`src/rtl/txq_pkg.sv`:
```
package txq_pkg;

  localparam int unsigned WORD_W   = 32;
  localparam int unsigned LEN_W    = 11;
  localparam int unsigned OWN_BIT  = 31;
  localparam int unsigned WRAP_BIT = 30;
  localparam int unsigned ERR_BIT  = 29;
  localparam int unsigned LAST_BIT = 15;

  typedef enum logic [2:0] {
    ST_IDLE,
    ST_CTL,
    ST_PTR,
    ST_FILL,
    ST_EMIT,
    ST_RET
  } txq_state_e;

  typedef struct packed {
    logic             own;
    logic             wrap;
    logic             last;
    logic [LEN_W-1:0] len;
  } ctl_t;

  // Pull the control fields out of descriptor word 1.
  function automatic ctl_t ctl_decode(input logic [WORD_W-1:0] w);
    ctl_t c;
    c.own  = w[OWN_BIT];
    c.wrap = w[WRAP_BIT];
    c.last = w[LAST_BIT];
    c.len  = w[LEN_W-1:0];
    return c;
  endfunction

  // Control word handed back to software: owned by software, error as given.
  function automatic logic [WORD_W-1:0] ret_word(input logic [WORD_W-1:0] w,
                                                 input logic err);
    logic [WORD_W-1:0] r;
    r = w;
    r[OWN_BIT] = 1'b1;
    r[ERR_BIT] = err;
    return r;
  endfunction

  // True when a byte lane is the highest one of its word.
  function automatic logic lane_is_top(input logic [1:0] lane);
    return lane == 2'd3;
  endfunction

endpackage

```
`src/rtl/txq_ring_ptr.sv`:
```
module txq_ring_ptr #(
  parameter int unsigned ADDR_W = 32,
  parameter int unsigned RING_N = 1024,
  parameter int unsigned IDX_W  = $clog2(RING_N)
) (
  input  logic              clk,
  input  logic              rst_n,
  input  logic [ADDR_W-1:0] base,
  input  logic              adv,
  input  logic              wrap,
  input  logic              clr,
  output logic [IDX_W-1:0]  idx,
  output logic [ADDR_W-3:0] w0_addr,
  output logic [ADDR_W-3:0] w1_addr
);

  localparam int unsigned WA_W = ADDR_W - 2;

  logic [IDX_W-1:0] idx_q;
  logic [IDX_W-1:0] idx_next;
  logic             unused_base_lsb;

  assign unused_base_lsb = ^base[2:0];

  // Next entry: back to zero on a wrap flag or past the last slot.
  always_comb begin
    if (wrap || (idx_q == IDX_W'(RING_N - 1)))
      idx_next = '0;
    else
      idx_next = idx_q + 1'b1;
  end

  always_ff @(posedge clk or negedge rst_n) begin
    if (!rst_n)
      idx_q <= '0;
    else if (clr)
      idx_q <= '0;
    else if (adv)
      idx_q <= idx_next;
  end

  assign idx     = idx_q;
  assign w0_addr = WA_W'({base[ADDR_W-1:3], 1'b0}) + WA_W'({idx_q, 1'b0});
  assign w1_addr = {w0_addr[WA_W-1:1], 1'b1};

endmodule

```
`src/rtl/txq_lane_sel.sv`:
```
module txq_lane_sel #(
  parameter int unsigned LANES = 4,
  parameter int unsigned SEL_W = $clog2(LANES)
) (
  input  logic [8*LANES-1:0] word,
  input  logic [SEL_W-1:0]   sel,
  output logic [7:0]         byte_o
);

  logic [7:0] lanes [LANES];

  for (genvar g = 0; g < LANES; g++) begin : g_lane
    assign lanes[g] = word[8*g +: 8];
  end

  assign byte_o = lanes[sel];

endmodule

```
`src/rtl/txq_engine.sv`:
```
module txq_engine
  import txq_pkg::*;
#(
  parameter int unsigned ADDR_W   = 32,
  parameter int unsigned RING_N   = 1024,
  parameter int unsigned MAX_BUFS = 128
) (
  input  logic              clk,
  input  logic              rst_n,
  input  logic [ADDR_W-1:0] ring_base,
  input  logic              xmit_en,
  input  logic              xmit_go,
  output logic              mem_rd,
  output logic [ADDR_W-3:0] mem_addr,
  input  logic [31:0]       mem_rdata,
  input  logic              mem_ready,
  output logic              mem_wr,
  output logic [ADDR_W-3:0] mem_waddr,
  output logic [31:0]       mem_wdata,
  output logic              tx_valid,
  output logic [7:0]        tx_data,
  output logic              tx_sof,
  output logic              tx_eof,
  input  logic              tx_ready,
  output logic              frm_done,
  output logic              frm_err
);

  localparam int unsigned WA_W  = ADDR_W - 2;
  localparam int unsigned IDX_W = $clog2(RING_N);
  localparam int unsigned CNT_W = $clog2(MAX_BUFS + 1);
  localparam int unsigned LANES = WORD_W / 8;
  localparam int unsigned SEL_W = $clog2(LANES);

  txq_state_e        state;
  logic [CNT_W-1:0]  nbuf;
  logic              err_q;
  logic              sof_pend;
  logic              last_q;
  logic [LEN_W-1:0]  rem;
  logic [ADDR_W-1:0] baddr;
  logic [31:0]       word_q;
  logic [31:0]       first_w1;
  logic [WA_W-1:0]   first_waddr;
  logic [WA_W-1:0]   cur_w0;

  // Named internal events, also observed by the checker.
  ctl_t              rd_ctl;
  logic              ev_ctl_ack;
  logic              ev_stop;
  logic              ev_orphan;
  logic              ev_take;
  logic              ev_zero;
  logic              ev_over;
  logic              ev_beat;
  logic              ev_buf_end;
  logic              ev_ret;
  logic              ptr_clr;
  logic              st_idle;
  logic [IDX_W-1:0]  ptr_idx;
  logic [WA_W-1:0]   ptr_w0;
  logic [WA_W-1:0]   ptr_w1;
  logic [7:0]        lane_byte;

  assign rd_ctl     = ctl_decode(mem_rdata);
  assign st_idle    = (state == ST_IDLE);
  assign ev_ctl_ack = (state == ST_CTL) && mem_ready;
  assign ev_stop    = ev_ctl_ack && rd_ctl.own && (nbuf == '0);
  assign ev_orphan  = ev_ctl_ack && rd_ctl.own && (nbuf != '0);
  assign ev_take    = ev_ctl_ack && !rd_ctl.own;
  assign ev_zero    = ev_take && (rd_ctl.len == '0);
  assign ev_over    = ev_take && (nbuf == CNT_W'(MAX_BUFS - 1)) && !rd_ctl.last;
  assign ev_beat    = (state == ST_EMIT) && tx_ready;
  assign ev_buf_end = ev_beat && (rem == LEN_W'(1));
  assign ev_ret     = (state == ST_RET) && mem_ready;
  assign ptr_clr    = (st_idle && !xmit_en) || (ev_ret && !xmit_en);

  txq_ring_ptr #(
    .ADDR_W (ADDR_W),
    .RING_N (RING_N),
    .IDX_W  (IDX_W)
  ) u_ptr (
    .clk     (clk),
    .rst_n   (rst_n),
    .base    (ring_base),
    .adv     (ev_take),
    .wrap    (rd_ctl.wrap),
    .clr     (ptr_clr),
    .idx     (ptr_idx),
    .w0_addr (ptr_w0),
    .w1_addr (ptr_w1)
  );

  txq_lane_sel #(
    .LANES (LANES),
    .SEL_W (SEL_W)
  ) u_lane (
    .word   (word_q),
    .sel    (baddr[SEL_W-1:0]),
    .byte_o (lane_byte)
  );

  always_ff @(posedge clk or negedge rst_n) begin
    if (!rst_n) begin
      state       <= ST_IDLE;
      nbuf        <= '0;
      err_q       <= 1'b0;
      sof_pend    <= 1'b0;
      last_q      <= 1'b0;
      rem         <= '0;
      baddr       <= '0;
      word_q      <= '0;
      first_w1    <= '0;
      first_waddr <= '0;
      cur_w0      <= '0;
    end else begin
      unique case (state)
        ST_IDLE: begin
          if (xmit_en && xmit_go) state <= ST_CTL;
        end
        ST_CTL: begin
          if (ev_stop) begin
            state <= ST_IDLE;
          end else if (ev_orphan) begin
            err_q <= 1'b1;
            state <= ST_RET;
          end else if (ev_take) begin
            if (nbuf == '0) begin
              first_w1    <= mem_rdata;
              first_waddr <= ptr_w1;
              sof_pend    <= 1'b1;
            end
            if (ev_zero || ev_over) begin
              err_q <= 1'b1;
              state <= ST_RET;
            end else begin
              last_q <= rd_ctl.last;
              rem    <= rd_ctl.len;
              cur_w0 <= ptr_w0;
              state  <= ST_PTR;
            end
          end
        end
        ST_PTR: begin
          if (mem_ready) begin
            baddr <= mem_rdata[ADDR_W-1:0];
            nbuf  <= nbuf + 1'b1;
            state <= ST_FILL;
          end
        end
        ST_FILL: begin
          if (mem_ready) begin
            word_q <= mem_rdata;
            state  <= ST_EMIT;
          end
        end
        ST_EMIT: begin
          if (ev_beat) begin
            sof_pend <= 1'b0;
            rem      <= rem - 1'b1;
            baddr    <= baddr + 1'b1;
            if (ev_buf_end)
              state <= last_q ? ST_RET : ST_CTL;
            else if (lane_is_top(baddr[1:0]))
              state <= ST_FILL;
          end
        end
        ST_RET: begin
          if (ev_ret) begin
            nbuf     <= '0;
            err_q    <= 1'b0;
            sof_pend <= 1'b0;
            state    <= xmit_en ? ST_CTL : ST_IDLE;
          end
        end
        default: state <= ST_IDLE;
      endcase
    end
  end

  // Memory request side.
  always_comb begin
    mem_rd   = 1'b0;
    mem_addr = '0;
    unique case (state)
      ST_CTL:  begin mem_rd = 1'b1; mem_addr = ptr_w1;               end
      ST_PTR:  begin mem_rd = 1'b1; mem_addr = cur_w0;               end
      ST_FILL: begin mem_rd = 1'b1; mem_addr = baddr[ADDR_W-1:2];    end
      default: begin mem_rd = 1'b0; mem_addr = '0;                   end
    endcase
  end

  assign mem_wr    = (state == ST_RET);
  assign mem_waddr = first_waddr;
  assign mem_wdata = ret_word(first_w1, err_q);

  // Byte stream side.
  assign tx_valid = (state == ST_EMIT);
  assign tx_data  = lane_byte;
  assign tx_sof   = tx_valid && sof_pend;
  assign tx_eof   = tx_valid && last_q && (rem == LEN_W'(1));

  assign frm_done = ev_ret;
  assign frm_err  = ev_ret && err_q;

endmodule

```
`config.mk`:
```
export PLATFORM = sky130hd
export DESIGN_NAME = txq_engine
export DESIGN_NICKNAME = d
export VERILOG_FILES = /design/src/rtl/txq_pkg.sv /design/src/rtl/txq_ring_ptr.sv /design/src/rtl/txq_lane_sel.sv /design/src/rtl/txq_engine.sv
export SDC_FILE = /design/constraint.sdc
export NUM_CORES = 1
export LEC_CHECK = 0
export ABC_AREA = 1
export BUFFER_PORTS_ARGS = -buffer_cell sky130_fd_sc_hd__clkbuf_2
export CELL_PAD_IN_SITES_DETAIL_PLACEMENT = 0
export CELL_PAD_IN_SITES_GLOBAL_PLACEMENT = 1
export CORE_UTILIZATION = 44
export DETAILED_ROUTE_END_ITERATION = 10
export HOLD_SLACK_MARGIN = 0.08
export PLACE_DENSITY = 0.88
export SETUP_SLACK_MARGIN = 0.2
export SKIP_LAST_GASP = 1
export SLEW_MARGIN = 20
export SYNTH_ARGS = -nofsm -noshare
export SYNTH_HDL_FRONTEND = slang
export SYNTH_SLANG_ARGS = --single-unit
export TNS_END_PERCENT = 10
```
`constraint.sdc`:
```
create_clock -name clk -period 5.09 [get_ports clk]
set_input_delay 0.7635 -clock clk [delete_from_list [all_inputs] [get_ports clk]]
set_output_delay 0.7635 -clock clk [all_outputs]
set_load 0.03 [all_outputs]
```
Word-level counts from Yosys, hierarchy flattened
Cells that the tools add are included.
Operators by class
  add/subtract/negate cells: 5
  order comparisons: 1
  eq/ne operators: 23
  muxes and demuxes: 46
  bitwise logic cells: 4
  reduce and logical (&&, ||, !) cells: 44
Operators by type and width (count)
  30-bit case mux with 3 select lines: 1
  32-bit 2-to-1 mux: 2
  32-bit case mux with 2 select lines: 1
  11-bit 2-to-1 mux: 5
  3-bit 2-to-1 mux: 12
  32-bit by 1-bit adder with 32-bit output (second input constant): 1
  8-bit 2-to-1 mux: 4
  30-bit by 11-bit adder with 30-bit output: 1
  10-bit 2-to-1 mux: 3
  11-bit case mux with 2 select lines: 1
  1-bit logical AND: 18
  3-bit case mux with 6 select lines: 1
  8-bit binary-select mux with 2-bit select: 1
  8-bit case mux with 2 select lines: 1
  5-bit AND reduction: 3
  7-bit AND reduction: 2
  1-bit 2-to-1 mux: 12
  2-bit != test (second input constant): 6
  11-bit by 1-bit == test with 1-bit output (second input constant): 1
  11-bit zero test: 1
  11-bit by 1-bit subtractor with 11-bit output (second input constant): 1
  10-bit by 1-bit adder with 10-bit output (second input constant): 1
  10-bit == test (second input constant): 1
  2-bit nonzero test: 5
  26 further kinds: 38
Storage, ports and cells
  flip-flop bits (word level): 190
  input port bits: 70
  output and inout bits: 107
  logic and storage cells: 135

Logic depth before layout (Yosys ltp)
  depth in word-level cells: 11
  mapped depth: 13
  depth with buffers taken out: 13

Cells and area by module
A second synthesis with hierarchy kept.
Unflattened totals
  cells, all modules: 1713
  area, all modules: 11821.3 µm²
By module, submodules not included
  txq_engine: instances 1, cells each 1265, area an instance 9362.7 µm², seq. area each 4479.3 µm²
  txq_ring_ptr: instances 1, cells each 354, area an instance 2063.2 µm², seq. area each 250.2 µm²
  txq_lane_sel: instances 1, cells each 94, area an instance 395.4 µm², seq. area each 0.0 µm²

Worst setup path before layout
No wires, ideal clock.
  path kind: input port to output port
  from: in ring_base[3]
  to: out mem_addr[13]
  arrival: 2392 ps
  required time: 4326 ps
  path slack: 1935 ps
  stages: 9
  path buffers: 0
  path through: ha_1 -> fa_1 -> nand3_1 -> nand2_1 -> nand3_1 -> nand3_1 -> or2_2 -> nand3_1 -> nand2_1
Between the ends
  cells in the longest elaborated chain, start to end: 2
Ends and longest elaborated chain
  start, declared: RTL line txq_engine.sv:10  | input logic [ADDR_W-1:0] ring_base,
  30-bit by 11-bit adder with 30-bit output: RTL line txq_ring_ptr.sv:43  | assign w0_addr = WA_W'({base[ADDR_W-1:3], 1'b0}) + WA_W'({idx_q, 1'b0});
  30-bit case mux with 3 select lines: RTL line txq_engine.sv:185  | unique case (state)
  end, declared: RTL line txq_engine.sv:14  | output logic [ADDR_W-3:0] mem_addr,
No other way between the ends.

Worst setup path after layout
  from: reg u_ptr.idx_q[0] (netlist: u_ptr.idx[0])
  to: out mem_addr[7]
Between the ends
  cells in the longest elaborated chain, start to end: 2
Ends and longest elaborated chain
  start, declared: RTL line txq_ring_ptr.sv:19  | logic [IDX_W-1:0] idx_q;
  start signal, assigned: RTL line txq_ring_ptr.sv:39  | idx_q <= idx_next;
  30-bit by 11-bit adder with 30-bit output: RTL line txq_ring_ptr.sv:43
  30-bit case mux with 3 select lines: RTL line txq_engine.sv:185
No other way between the ends.

==> flow_summary_export.csv <==
group,metric,value,unit
route,wl_per_cell,15.7,um
critical_path,cp-end-kind,"primary output",
sta,tightestPinTransition,1020,ps
global_routing,grt_pass1_wl,52.7,mm
route,firstDrtPassIters,5,
cts,insertion_delay,440,ps
final_layout,final_cell_area,0.0129,mm^2
cts,tritoncts,"yes",
critical_path,path_cells,"ha_1, fa_1, nand3_1, nand2_1, nand2_1, nand3_1, xor2_1, nand2_1, nand3_1, clkbuf_2",
final_layout,nNetsFinal,1856,
yosys,yosys.cell_types.count,45,
placed_design,placed_area,0.0123,mm^2
yosys,syn_area_per_cell,6.91,um^2
pwr,power,0.00749,W
yosys,synthMuxAreaShare,0,%
cts,clk_path_buf_depth,2,
route,route.met2.wl,14.9,mm
yosys,yosysSeqAreaShare,41.8,%
global_routing,track_usage,25.7,%
sta,skew,11.6,ps
floorplan,initial_core_util,44.8,%
yosys,syn_nets,1715,
critical_path,cp.required,4330,ps
yosys,ys.flop_type,"dfrtp_1",
critical_path,path_max_fanout,5,
sta,report.final.slew_viol_count,0,
floorplan,die_y,162,um
critical_path,r2r.worst_path.cells,9,
floorplan,die_w,162,um
yosys,synthAdderAreaFrac,1.96,%
sta,fin_crit,3690,ps
final_layout,syn2layout_area_growth,14.7,%
sta,hold_violations,0,
route,top_layer_used,"met4",
floorplan,dieArea,0.0262,mm^2
yosys,synth-xor-area-share,1.48,%
hold_path,hp-class,"in -> async",
critical_path,cp_num_buf_inv,1,
route,wl_met3,1.67,mm
cts,cts_setup_buffers,0,
floorplan,core,0.0251,mm^2
final_layout,nFillCells,2576,
sta,layout_setup_ws,1400,ps
global_routing,grt_pass1_vias,10300,
critical_path,cpPeakStageDelay,450,ps
sta,final.period_utilization,72.5,%
global_routing,grt_max_degree,110,
cts,cts.htree.levels,4,
final_layout,n_antenna_cell,0,
route,drt-initial-drc-count,847,
route,ant_nets,0,
yosys,synth_edf_count,0,
floorplan,num_rows,58,
sta,max_slew_margin,32.2,%
sta,setup_viol_count_final,0,
status,outcome,"finished clean",
route,drcViolationCount,0,
sta,rsz0062_at_grt,"no",
critical_path,cp.arrival,2930,ps
floorplan,pin_count,177,
cts,cts.sink_count,188,
critical_path,crit_type,"reg -> out",
global_routing,grt_overflow,0,
yosys,ys_ff_latch,188,
critical_path,worstSetupPathDepth,10,
sta,tns,0,ps
placed_design,dp.cells,2080,
placed_design,io_buffers,172,
yosys,synth_compound_area_share,11.5,%
placed_design,place_ws,1500,ps
yosys,netlist_area,0.0112,mm^2
route,via_count,11000,
placed_design,place_hpwl,24.7,mm
final_layout,final_cells,2112,
pwr,static-leakage-power,6.88,nW
yosys,synth_top_family_by_area,"simple AND/OR/NAND/NOR gates",
global_routing,antenna_found_initial,0,
sta,clock.fmax,271,MHz
cts,cts-root-buf,"clkbuf_16",
critical_path,critPathLaunchType,"flip-flop",
cts,cts_resized,0,
placed_design,finalWeightedCongestion,0.900,
route,via_per_inst,5.19,
job,maxCapViolCount,0,
yosys,synth_cells,1628,
cts,hold_buffers,0,
final_layout,drive_gt1_share,13.6,%
route,wirelength,33.1,mm
route,m1WireLength,15.7,mm
pwr,p_per_area,581,mW/mm^2
cts,path_clk_slew,80,ps
pwr,peakVddDrop,0.309,mV
critical_path,crit_family,"simple AND/OR/NAND/NOR gates",
critical_path,crit_slowest_cell,"dfrtp_1",
yosys,ys_async_sr_fraction,100,%
yosys,yosys_warnings,0,
cts,cts_buffers,17,
yosys,synthSimpleGateAreaFrac,35.0,%
[power breakdown]
group	switching [W]	leakage [nW]	total (W)	internal [W]
logic	0.00245	4.16	0.00347	0.00102
registers	0.000547	2.43	0.00266	0.00211
clock network	0.000652	0.287	0.00136	0.000712
[cell families (layout without fill, tap and decap cells)]
group,count (synthesis),count (layout)
other,1,1
xor gates and xnor gates,19,19
adders and majority gates,17,17
buffers and inverters,227,381
DFF,188,188
AOI/OAI and AO/OA,231,231
and+or+nand+nor,945,945
[placed cells by master (no fill, tap or decap), drive strengths merged, types with 7 or more instances in the layout]
cell type and n:
inv 177, dfrtp 188, nand3b 9, ha 16, nand2 608, clkbuf 191, nor3 26, o22ai 8
a21oi 44, xor2 18, or2 7, buf 9, o21ai 139, nor2 134, a22oi 24, nand4 16
nand3 138
[cells in the mapped netlist, types with 8 or more instances]
master	number	share of area (%)
xor2_1	18	1.4
buf_4	8	0.53
dfrtp_1	188	42
a22oi_1	24	1.6
nor2_1	128	4.3
o22ai_1	8	0.45
nand2_1	603	20
a21oi_1	43	1.9
nor3_1	25	1.1
ha_1	16	1.8
nand3_1	137	6.1
buf_2	22	0.98
o21ai_0	133	5.9
nand3b_1	9	0.60
inv_1	163	5.4
nand4_1	16	0.89
clkbuf_1	25	0.83
[worst paths after layout]
| path | startpoint | to | slack [ps] |
|---|---|---|---|
| worst max-delay path | u_ptr.idx[0]$_DFFE_PN0P_ | mem_addr[7] | 1400 |
| worst min-delay path | rst_n | first_w1[7]$_DFFE_PN0P_ | 420 |
| worst max register to register | state[0]$_DFFE_PN0P_ | rem[8]$_DFFE_PN0P_ | 2230 |
| worst min register to register | mem_waddr[5]$_DFFE_PN0P_ | mem_waddr[5]$_DFFE_PN0P_ | 480 |
| max in group asynchronous | rst_n | baddr[10]$_DFFE_PN0P_ | 3470 |
| min in group clk | mem_waddr[5]$_DFFE_PN0P_ | mem_waddr[5]$_DFFE_PN0P_ | 480 |
[layer usage]
metal	track usage, %	vias up
met2	41.4	330
met1	35.4	5076
met3	3.35	54
met4	9.18	0
li1	-	5499
met5	0	-
[flip-flops by register name (all words and copies together) (netlist names), 3 cells and up]
signal	cells
baddr	32
cur_w0	29
first_w1	30
mem_waddr	30
nbuf	8
rem	11
state	3
u_ptr.idx	10
word_q	32
[layout make-up]
type / count / area [um^2] / area share, %
Timing Repair Buffer: 181 / 937 / 7.27
Inverter: 168 / 631 / 4.89
Multi-Input combinational cell: 1213 / 5620 / 43.6
Clock buffer: 19 / 443 / 3.44
Tap cell: 330 / 413 / 3.20
Clock inverter: 13 / 144 / 1.12
Sequential cell: 188 / 4700 / 36.5
[stage by stage]
stage / util [%] / hold slack, ps
after CTS: 51.3 / 482
after global routing: 51.3 / 503
after global placement: 49.0 / 454
after floorplan: - / 442
final: 51.3 / 421
after detailed placement: 49.0 / 462
Power figures use the tool's default switching activity.
